[src/rtl/rxd_pkg.sv]
package rxd_pkg;
  localparam int LEN_W        = 13;
  localparam int STAT_OWN_BIT = 15;
  localparam int STAT_OVF_BIT = 14;
  localparam int STAT_ERR_LSB = 16;
  localparam int ERR_W        = 5;

  typedef enum logic [2:0] {
    ST_IDLE, ST_FETCH, ST_WAIT, ST_RECV, ST_WDATA, ST_WSTAT
  } rxd_state_e;

  function automatic logic [31:0] pack_status(input logic [LEN_W-1:0] cnt,
                                              input logic [ERR_W-1:0] err,
                                              input logic ovf);
    logic [31:0] s;
    s = '0;
    s[LEN_W-1:0] = cnt;
    s[STAT_OWN_BIT] = 1'b1;
    s[STAT_OVF_BIT] = ovf;
    s[STAT_ERR_LSB +: ERR_W] = err;
    return s;
  endfunction
endpackage

[src/rtl/rxd_poll_timer.sv]
module rxd_poll_timer #(
  parameter int CW = 12
) (
  input  logic          clk_i,
  input  logic          rst_ni,
  input  logic          load_i,
  input  logic [CW-1:0] value_i,
  output logic          expired_o
);
  logic [CW-1:0] cnt_q;

  always_ff @(posedge clk_i or negedge rst_ni) begin
    if (!rst_ni)              cnt_q <= '0;
    else if (load_i)          cnt_q <= value_i;
    else if (cnt_q != '0)     cnt_q <= cnt_q - 1'b1;
  end

  assign expired_o = (cnt_q == '0);
endmodule

[src/rtl/rxd_lane_pack.sv]
module rxd_lane_pack #(
  parameter int LANES = 4,
  localparam int LW   = $clog2(LANES)
) (
  input  logic               clk_i,
  input  logic               rst_ni,
  input  logic               clr_i,
  input  logic               put_i,
  input  logic [LW-1:0]      lane_i,
  input  logic [7:0]         byte_i,
  output logic [8*LANES-1:0] word_o,
  output logic [LANES-1:0]   be_o
);
  for (genvar g = 0; g < LANES; g++) begin : g_lane
    logic [7:0] data_q;
    logic       vld_q;
    always_ff @(posedge clk_i or negedge rst_ni) begin
      if (!rst_ni) begin
        data_q <= '0;
        vld_q  <= 1'b0;
      end else if (clr_i) begin
        vld_q  <= 1'b0;
      end else if (put_i && lane_i == LW'(g)) begin
        data_q <= byte_i;
        vld_q  <= 1'b1;
      end
    end
    assign word_o[8*g +: 8] = data_q;
    assign be_o[g]          = vld_q;
  end
endmodule

[src/rtl/rxd_dma_engine.sv]
module rxd_dma_engine
  import rxd_pkg::*;
#(
  parameter int AW           = 32,
  parameter int PERIOD_W     = 8,
  parameter int UNIT_CYCLES  = 8,
  parameter int POLL_DEFAULT = 100,
  localparam int TW          = PERIOD_W + $clog2(UNIT_CYCLES) + 1
) (
  input  logic                clk_i,
  input  logic                rst_ni,
  input  logic                list_ptr_we_i,
  input  logic [AW-1:0]       list_ptr_i,
  input  logic                poll_we_i,
  input  logic [PERIOD_W-1:0] poll_period_i,
  output logic                mem_req_o,
  output logic                mem_we_o,
  output logic [AW-1:0]       mem_addr_o,
  output logic [3:0]          mem_be_o,
  output logic [31:0]         mem_wdata_o,
  input  logic                mem_ack_i,
  input  logic [31:0]         mem_rdata_i,
  input  logic                rx_valid_i,
  output logic                rx_ready_o,
  input  logic [7:0]          rx_data_i,
  input  logic                rx_last_i,
  input  logic [ERR_W-1:0]    rx_err_i,
  output logic                done_o
);
  rxd_state_e          state_q;
  logic [AW-1:0]       cur_q, next_q, buf_q, wptr_q;
  logic [1:0]          idx_q;
  logic                own_q, ovf_q, last_q, done_q;
  logic [LEN_W-1:0]    cap_q, cnt_q;
  logic [ERR_W-1:0]    err_q;
  logic [PERIOD_W-1:0] poll_q;

  logic        fetch_end, byte_fits, word_full, put, clr, poll_expired;
  logic [31:0] lane_word;
  logic [3:0]  lane_be;

  assign fetch_end = (state_q == ST_FETCH) && mem_ack_i && (idx_q == 2'd3);
  assign byte_fits = cnt_q < cap_q;
  assign word_full = byte_fits && (cnt_q[1:0] == 2'd3);
  assign put       = (state_q == ST_RECV) && rx_valid_i && byte_fits;
  assign clr       = fetch_end || ((state_q == ST_WDATA) && mem_ack_i);

  rxd_lane_pack #(.LANES(4)) u_pack (
    .clk_i  (clk_i),
    .rst_ni (rst_ni),
    .clr_i  (clr),
    .put_i  (put),
    .lane_i (cnt_q[1:0]),
    .byte_i (rx_data_i),
    .word_o (lane_word),
    .be_o   (lane_be)
  );

  rxd_poll_timer #(.CW(TW)) u_timer (
    .clk_i     (clk_i),
    .rst_ni    (rst_ni),
    .load_i    (fetch_end && own_q),
    .value_i   (TW'(poll_q) * TW'(UNIT_CYCLES)),
    .expired_o (poll_expired)
  );

  always_ff @(posedge clk_i or negedge rst_ni) begin
    if (!rst_ni) begin
      state_q <= ST_IDLE;
      cur_q   <= '0;
      next_q  <= '0;
      buf_q   <= '0;
      wptr_q  <= '0;
      idx_q   <= '0;
      own_q   <= 1'b0;
      ovf_q   <= 1'b0;
      last_q  <= 1'b0;
      done_q  <= 1'b0;
      cap_q   <= '0;
      cnt_q   <= '0;
      err_q   <= '0;
      poll_q  <= PERIOD_W'(POLL_DEFAULT);
    end else begin
      done_q <= 1'b0;
      if (poll_we_i) poll_q <= poll_period_i;
      unique case (state_q)
        ST_IDLE: begin
          if (list_ptr_we_i) cur_q <= list_ptr_i;
          else if (cur_q != '0) begin
            state_q <= ST_FETCH;
            idx_q   <= '0;
          end
        end
        ST_FETCH: if (mem_ack_i) begin
          idx_q <= idx_q + 2'd1;
          unique case (idx_q)
            2'd0: next_q <= mem_rdata_i[AW-1:0];
            2'd1: own_q  <= mem_rdata_i[STAT_OWN_BIT];
            2'd2: buf_q  <= mem_rdata_i[AW-1:0];
            default: begin
              cap_q   <= mem_rdata_i[LEN_W-1:0];
              cnt_q   <= '0;
              ovf_q   <= 1'b0;
              err_q   <= '0;
              last_q  <= 1'b0;
              wptr_q  <= buf_q;
              state_q <= own_q ? ST_WAIT : ST_RECV;
            end
          endcase
        end
        ST_WAIT: begin
          if (list_ptr_we_i) begin
            cur_q   <= list_ptr_i;
            state_q <= ST_IDLE;
          end else if (poll_expired) begin
            state_q <= ST_FETCH;
            idx_q   <= '0;
          end
        end
        ST_RECV: if (rx_valid_i) begin
          if (byte_fits) cnt_q <= cnt_q + 1'b1;
          else           ovf_q <= 1'b1;
          if (rx_last_i) begin
            err_q  <= rx_err_i;
            last_q <= 1'b1;
          end
          // flush on a full word, or at frame end when any lane holds data
          if (word_full || (rx_last_i && (byte_fits || lane_be != '0)))
            state_q <= ST_WDATA;
          else if (rx_last_i)
            state_q <= ST_WSTAT;
        end
        ST_WDATA: if (mem_ack_i) begin
          wptr_q  <= wptr_q + AW'(4);
          state_q <= last_q ? ST_WSTAT : ST_RECV;
        end
        ST_WSTAT: if (mem_ack_i) begin
          done_q  <= 1'b1;
          cur_q   <= next_q;
          idx_q   <= '0;
          state_q <= (next_q == '0) ? ST_IDLE : ST_FETCH;
        end
        default: state_q <= ST_IDLE;
      endcase
    end
  end

  always_comb begin
    mem_req_o   = 1'b0;
    mem_we_o    = 1'b0;
    mem_addr_o  = '0;
    mem_be_o    = 4'hf;
    mem_wdata_o = '0;
    unique case (state_q)
      ST_FETCH: begin
        mem_req_o  = 1'b1;
        mem_addr_o = cur_q + AW'({idx_q, 2'b00});
      end
      ST_WDATA: begin
        mem_req_o   = 1'b1;
        mem_we_o    = 1'b1;
        mem_addr_o  = wptr_q;
        mem_be_o    = lane_be;
        mem_wdata_o = lane_word;
      end
      ST_WSTAT: begin
        mem_req_o   = 1'b1;
        mem_we_o    = 1'b1;
        mem_addr_o  = cur_q + AW'(4);
        mem_wdata_o = pack_status(cnt_q, err_q, ovf_q);
      end
      default: ;
    endcase
  end

  assign rx_ready_o = (state_q == ST_RECV);
  assign done_o     = done_q;
endmodule

[config.mk]
export PLATFORM = sky130hd
export DESIGN_NAME = rxd_dma_engine
export DESIGN_NICKNAME = d
export VERILOG_FILES = /design/src/rtl/rxd_pkg.sv /design/src/rtl/rxd_poll_timer.sv /design/src/rtl/rxd_lane_pack.sv /design/src/rtl/rxd_dma_engine.sv
export SDC_FILE = /design/constraint.sdc
export NUM_CORES = 1
export LEC_CHECK = 0
export BUFFER_PORTS_ARGS = -buffer_cell sky130_fd_sc_hd__buf_2
export CAP_MARGIN = 20
export CORE_ASPECT_RATIO = 0.8
export CORE_UTILIZATION = 55
export CTS_BUF_LIST = sky130_fd_sc_hd__clkbuf_8 sky130_fd_sc_hd__clkbuf_16
export DETAILED_ROUTE_END_ITERATION = 16
export PLACE_DENSITY = 0.84
export SLEW_MARGIN = 20
export SYNTH_ARGS = -nofsm -noshare
export SYNTH_HDL_FRONTEND = slang
export SYNTH_SLANG_ARGS = --single-unit
[constraint.sdc]
create_clock -name clk_i -period 5.34 [get_ports clk_i]
set_input_delay 0.534 -clock clk_i [delete_from_list [all_inputs] [get_ports clk_i]]
set_output_delay 0.534 -clock clk_i [all_outputs]
set_load 0.01 [all_outputs]
# --- Word level (Yosys, flattened, before mapping) ---
# Cells that the tools add are included.
word_totals:
  input_bits: 92
  regBits: 224
  out_inout_bits: 72
classes:
  addsub: 6
  mux: 64
  n_lt_le_gt_ge: 1
  eq_ne: 26
  reduce_logical: 51
  n_bitwise: 2
ops:
  columns: ["operator", "count"]
  rows:
  - ["case mux 32 bit (2 select lines)", 3]
  - ["two-way mux 32 bit", 5]
  - ["case mux 32 bit (3 select lines)", 1]
  - ["adder 32 x 3 -> 32 bit (second input constant)", 2]
  - ["two-way mux 13 bit", 4]
  - ["two-way mux 3 bit", 12]
  - ["adder 32 x 4 -> 32 bit", 1]
  - ["logical NOT 32 bit", 1]
  - ["nonzero test 32 bit", 1]
  - ["case mux 13 bit (2 select lines)", 1]
  - ["two-way mux 12 bit", 2]
  - ["two-way mux 1 bit", 20]
  - ["two-way mux 5 bit", 4]
  - ["inequality test 2 bit (second input constant)", 10]
  - ["case mux 3 bit (6 select lines)", 1]
  - ["nonzero test 2 bit", 8]
  - ["AND reduction 3 bit", 5]
  - ["AND reduction 5 bit", 3]
  - ["adder 13 x 1 -> 13 bit (second input constant)", 1]
  - ["less-than comparator 13 bit", 1]
  - ["logical AND 1 bit", 12]
  - ["logical NOT 12 bit", 1]
  - ["two-way mux 2 bit", 6]
  - ["nonzero test 12 bit", 1]
  - ["25 further kinds", 44]

# --- Logic depth before layout (Yosys ltp) ---
depth:
  word_depth: 7
  ltp_mapped: 14
  ltp_nobuf: 11

# --- Modules after synthesis ---
# Synthesis repeated with hierarchy kept, for this count alone.
unflattened:
  cells_unflattened: 1173
  hier_area_um2: 11800.1
by_module_without_submodules:
  columns: ["module", "seq_area_each_um2", "cells_per_inst", "instances", "area_each_um2"]
  rows:
  - ["rxd_dma_engine", 4408.0, 1009, 1, 9643.0]
  - ["rxd_lane_pack", 900.9, 92, 1, 1426.4]
  - ["rxd_poll_timer", 300.3, 72, 1, 730.7]

# --- Worst setup path before layout ---
# OpenSTA, ideal clock, no wires.
synth_timing:
  path_type: "reg-to-output"
  startpoint: "register state_q[0]"
  endpoint: "output mem_addr_o[25]"
  stages_incl_launch_ff: 15
  arrival_ps: 3203
  path_slack_ps: 1603
  path_cell_list: "dfrtp_1 -> nor2b_1 -> and2_1 -> clkbuf_1 -> buf_2 -> clkbuf_1 -> nor2_1 -> ha_1 -> a21oi_1 -> nor3_1 -> and2_1 -> clkbuf_2 -> and4_1 -> xnor2_1 -> o21ai_0"
synth_between:
  elab_chain_cells: 2
  word_cells_on_any_way: 4
  classes_between: "eq/ne: 3; mux: 1"
synth_lines:
  columns: ["element", "line", "rtl"]
  rows:
  - ["from (decl)", "rxd_dma_engine.sv:30", "rxd_state_e state_q;"]
  - ["from (signal assigned)", "rxd_dma_engine.sv:107", "state_q <= own_q ? ST_WAIT : ST_RECV;"]
  - ["from (signal assigned)", "rxd_dma_engine.sv:135", "state_q <= last_q ? ST_WSTAT : ST_RECV;"]
  - ["from (signal assigned)", "rxd_dma_engine.sv:141", "state_q <= (next_q == '0) ? ST_IDLE : ST_FETCH;"]
  - ["== test 3 bit / == test 3 x 1 -> 1 bit (equally long branches)", "rxd_dma_engine.sv:154", "unique case (state_q)"]
  - ["case mux 32 bit (3 select lines) *", "rxd_dma_engine.sv:154", null]
  - ["to (decl)", "rxd_dma_engine.sv:18", "output logic [AW-1:0] mem_addr_o,"]
# Mark *: on every way between the ends. The rest lies on a longest branch, timed or not.

# --- Worst setup path after layout ---
layout_timing:
  startpoint: "register state_q[1]"
  endpoint: "output mem_addr_o[25]"
# Same word-level chain as after synthesis.

==> reports/qor.yml <==
hpwlAfterDp_mm: 22.3
period_needed_ps: 4650
firstDrtPassIters: 6
setup_viol_count_final: 0
ys.flop_type: "dfrtp_1"
wirelength_mm: 32.1
yosys.area.top_type: "dfrtp_1"
tns_ps: 0
hp-class: "primary input to asynchronous set/reset pin"
path_max_fanout: 21
synth_top_area_share: 0.477
nets: 1412
yosys-top-cells-area: "dfrtp_1 (48%), mux2_2 (10%), nand2_1 (5.0%), o21ai_0 (4.9%), mux2i_1 (3.0%)"
ys.warnings.count: 0
port_buffers: 163
worstPathArrival_ps: 4120
root_buffer: "clkbuf_16"
cts.htree.levels: 1
critPathKind: "register to output port"
fin_crit_sh: 0.872
grt_pass1_vias: 9221
finClkSkew_ps: 10.1
antenna_found_initial: 4
hold_viol: 0
syn_to_final_growth_pct: 15.9
relSlewSlack: 0.328
p_per_area_nw_per_um2: 546
die-area_sq_um: 21700
synth_most_common_cell: "dfrtp_1"
ctsResizeCount: 0
fin_ws_ps: 686
synth_edf_count: 0
critPathRequiredTime_ps: 4810
fin_util: 0.650
die_width_um: 164
cts_buffers: 23
die_h_um: 132
ys_ff_latch: 224
pre_cts_slack_ps: 1440
grt_max_degree: 142
grt_pass1_wl_mm: 50.1
status: "complete, no violations"
cts_max_path_buffers: 3
tightest_slew_ps: 1000
fmax_mhz: 215
max_cap_viol_count: 0
synth_cells: 1158
crit_path_start_kind: "register"
grt_usage: 0.296
syn_avg_cell_area_sq_um: 10.0
synth_common_cells: "dfrtp_1 (221), nand2_1 (156), o21ai_0 (113)"
syn_nets: 1276
yosysSeqAreaShare: 0.483
drt-initial-drc-count: 1104
async_reset_ff_frac: 1.00
routed_via_density: 6.20
drive_gt1_frac: 0.253
p_leak_nw: 6.04
cts_hold_buf: 0
fin_cells: 1583
cts_num_sinks: 224
place_inst: 1537
cts_setup_buffers: 0
maxSlewViolCount: 0
grt_overflow: 0
drcViolationCount: 0
tritoncts: "yes"
initial_utilization: 0.560
clkTransAtPathRegs_ps: 60
netlist_area_sq_um: 11600
core_area_sq_um: 20700
crit_path_end_kind: "output port"
rsz0062_at_grt: "no"
insertion_delay_ps: 510
yosysUniqueCellTypes: 63
ant_nets: 0
rows: 47
routedWlPerCell_um: 20.3
io_pins: 164
vias: 9820
peakVddDrop_mv: 0.362
gp_congestion: 0.937
[worst max-delay path, stage by stage (launching register included)]
cell,delay [ps]
dfrtp_1,610
nor2b_1,510
nand2_1,270
nand2_1,150
ha_1,190
a21oi_1,100
nor3_1,590
and2_1,510
and4_1,270
xnor2_1,70
o21ai_0,170
buf_2,160
[power breakdown]
group          switching (mW)  leakage (nW)  total [mW]  internal, mW
clock                   0.666         0.413        1.67          1.01
sequential              0.771          2.76        3.22          2.45
combinational            1.33          2.87        2.44          1.12
[final timing paths]
| check | endpoint | depth (start not counted) | slack, ps | start |
|---|---|---|---|---|
| max | mem_addr_o[25] | 11 | 690 | state_q[1] |
| min | u_timer.cnt_q[6] | 1 | 2 | rst_ni |
| max reg2reg | next_q[28] | 7 | 1720 | state_q[1] |
| min reg2reg | wptr_q[1] | 2 | 480 | wptr_q[1] |
| max in group asynchronous | buf_q[13] | 2 | 4170 | rst_ni |
| min in group clk_i | poll_q[7] | 2 | 260 | poll_period_i[7] |
[layout by cell type (no fill, tap or decap), types with 9 or more instances in the layout]
cell type and count:
a21oi_1 65, a22o_1 22, and2_1 20, and3_1 18, and4_1 11, buf_2 162, buf_4 9, clkbuf_16 23
dfrtp_1 221, ha_1 25, inv_1 37, mux2_2 107, mux2i_1 35, nand2_1 156, nand3_1 29, nand4_1 16
nor2_1 38, nor3_1 10, nor4_1 19, o21ai_0 112, o22ai_1 18, or3_1 14, or4_1 9, xnor2_1 14
xor2_1 19
[per-stage QoR]
step           hold slack (ps)  area, sq um  total power [mW]
2_1_floorplan              238        11600              4.72
5_1_grt                   52.8        13400              7.75
4_1_cts                   35.8        13400              7.28
3_5_place_dp               465        12600              5.58
6_report                  2.10        13400              7.34
3_3_place_gp               454        12600              5.43
[registers in the layout, summed over array words and instances, names as in the netlist, 4 cells and up]
register,count
u_pack.g_lane.data_q,32
cnt_q,13
buf_q,32
err_q,5
next_q,32
u_pack.g_lane.vld_q,4
poll_q,8
cap_q,13
u_timer.cnt_q,12
cur_q,32
wptr_q,32
[area by class of cell]
class                      count  area (sq um)
fill                        1620          7250
multi-input combinational    840          5650
sequential                   224          5610
clock buffer                  29           658
tap                          269           337
timing repair buffer         174           941
inverter                      31           116
antenna                        4          10.0
clock inverter                12           128
[metal layers]
metal | wire length, um | GRT usage | share of wire
met1 | 13900 | 0.437 | 0.43
met2 | 14400 | 0.438 | 0.45
met3 | 2890 | 0.0689 | 0.090
met4 | 893 | 0.0795 | 0.028
met5 | 0 | 0 | 0
[logic make-up (layout without fill, tap and decap cells)]
family,after synthesis,after routing,share of synthesized area
xor gates and xnor gates,33,33,0.0249
buffers and inverters,94,246,0.0321
muxes,142,142,0.134
AOI/OAI and AO/OA,275,275,0.142
DFF,224,224,0.483
other,0,4,0
adders and majority gates,26,26,0.0287
and+or+nand+nor,364,364,0.155
(Power assumes the default switching activity.)
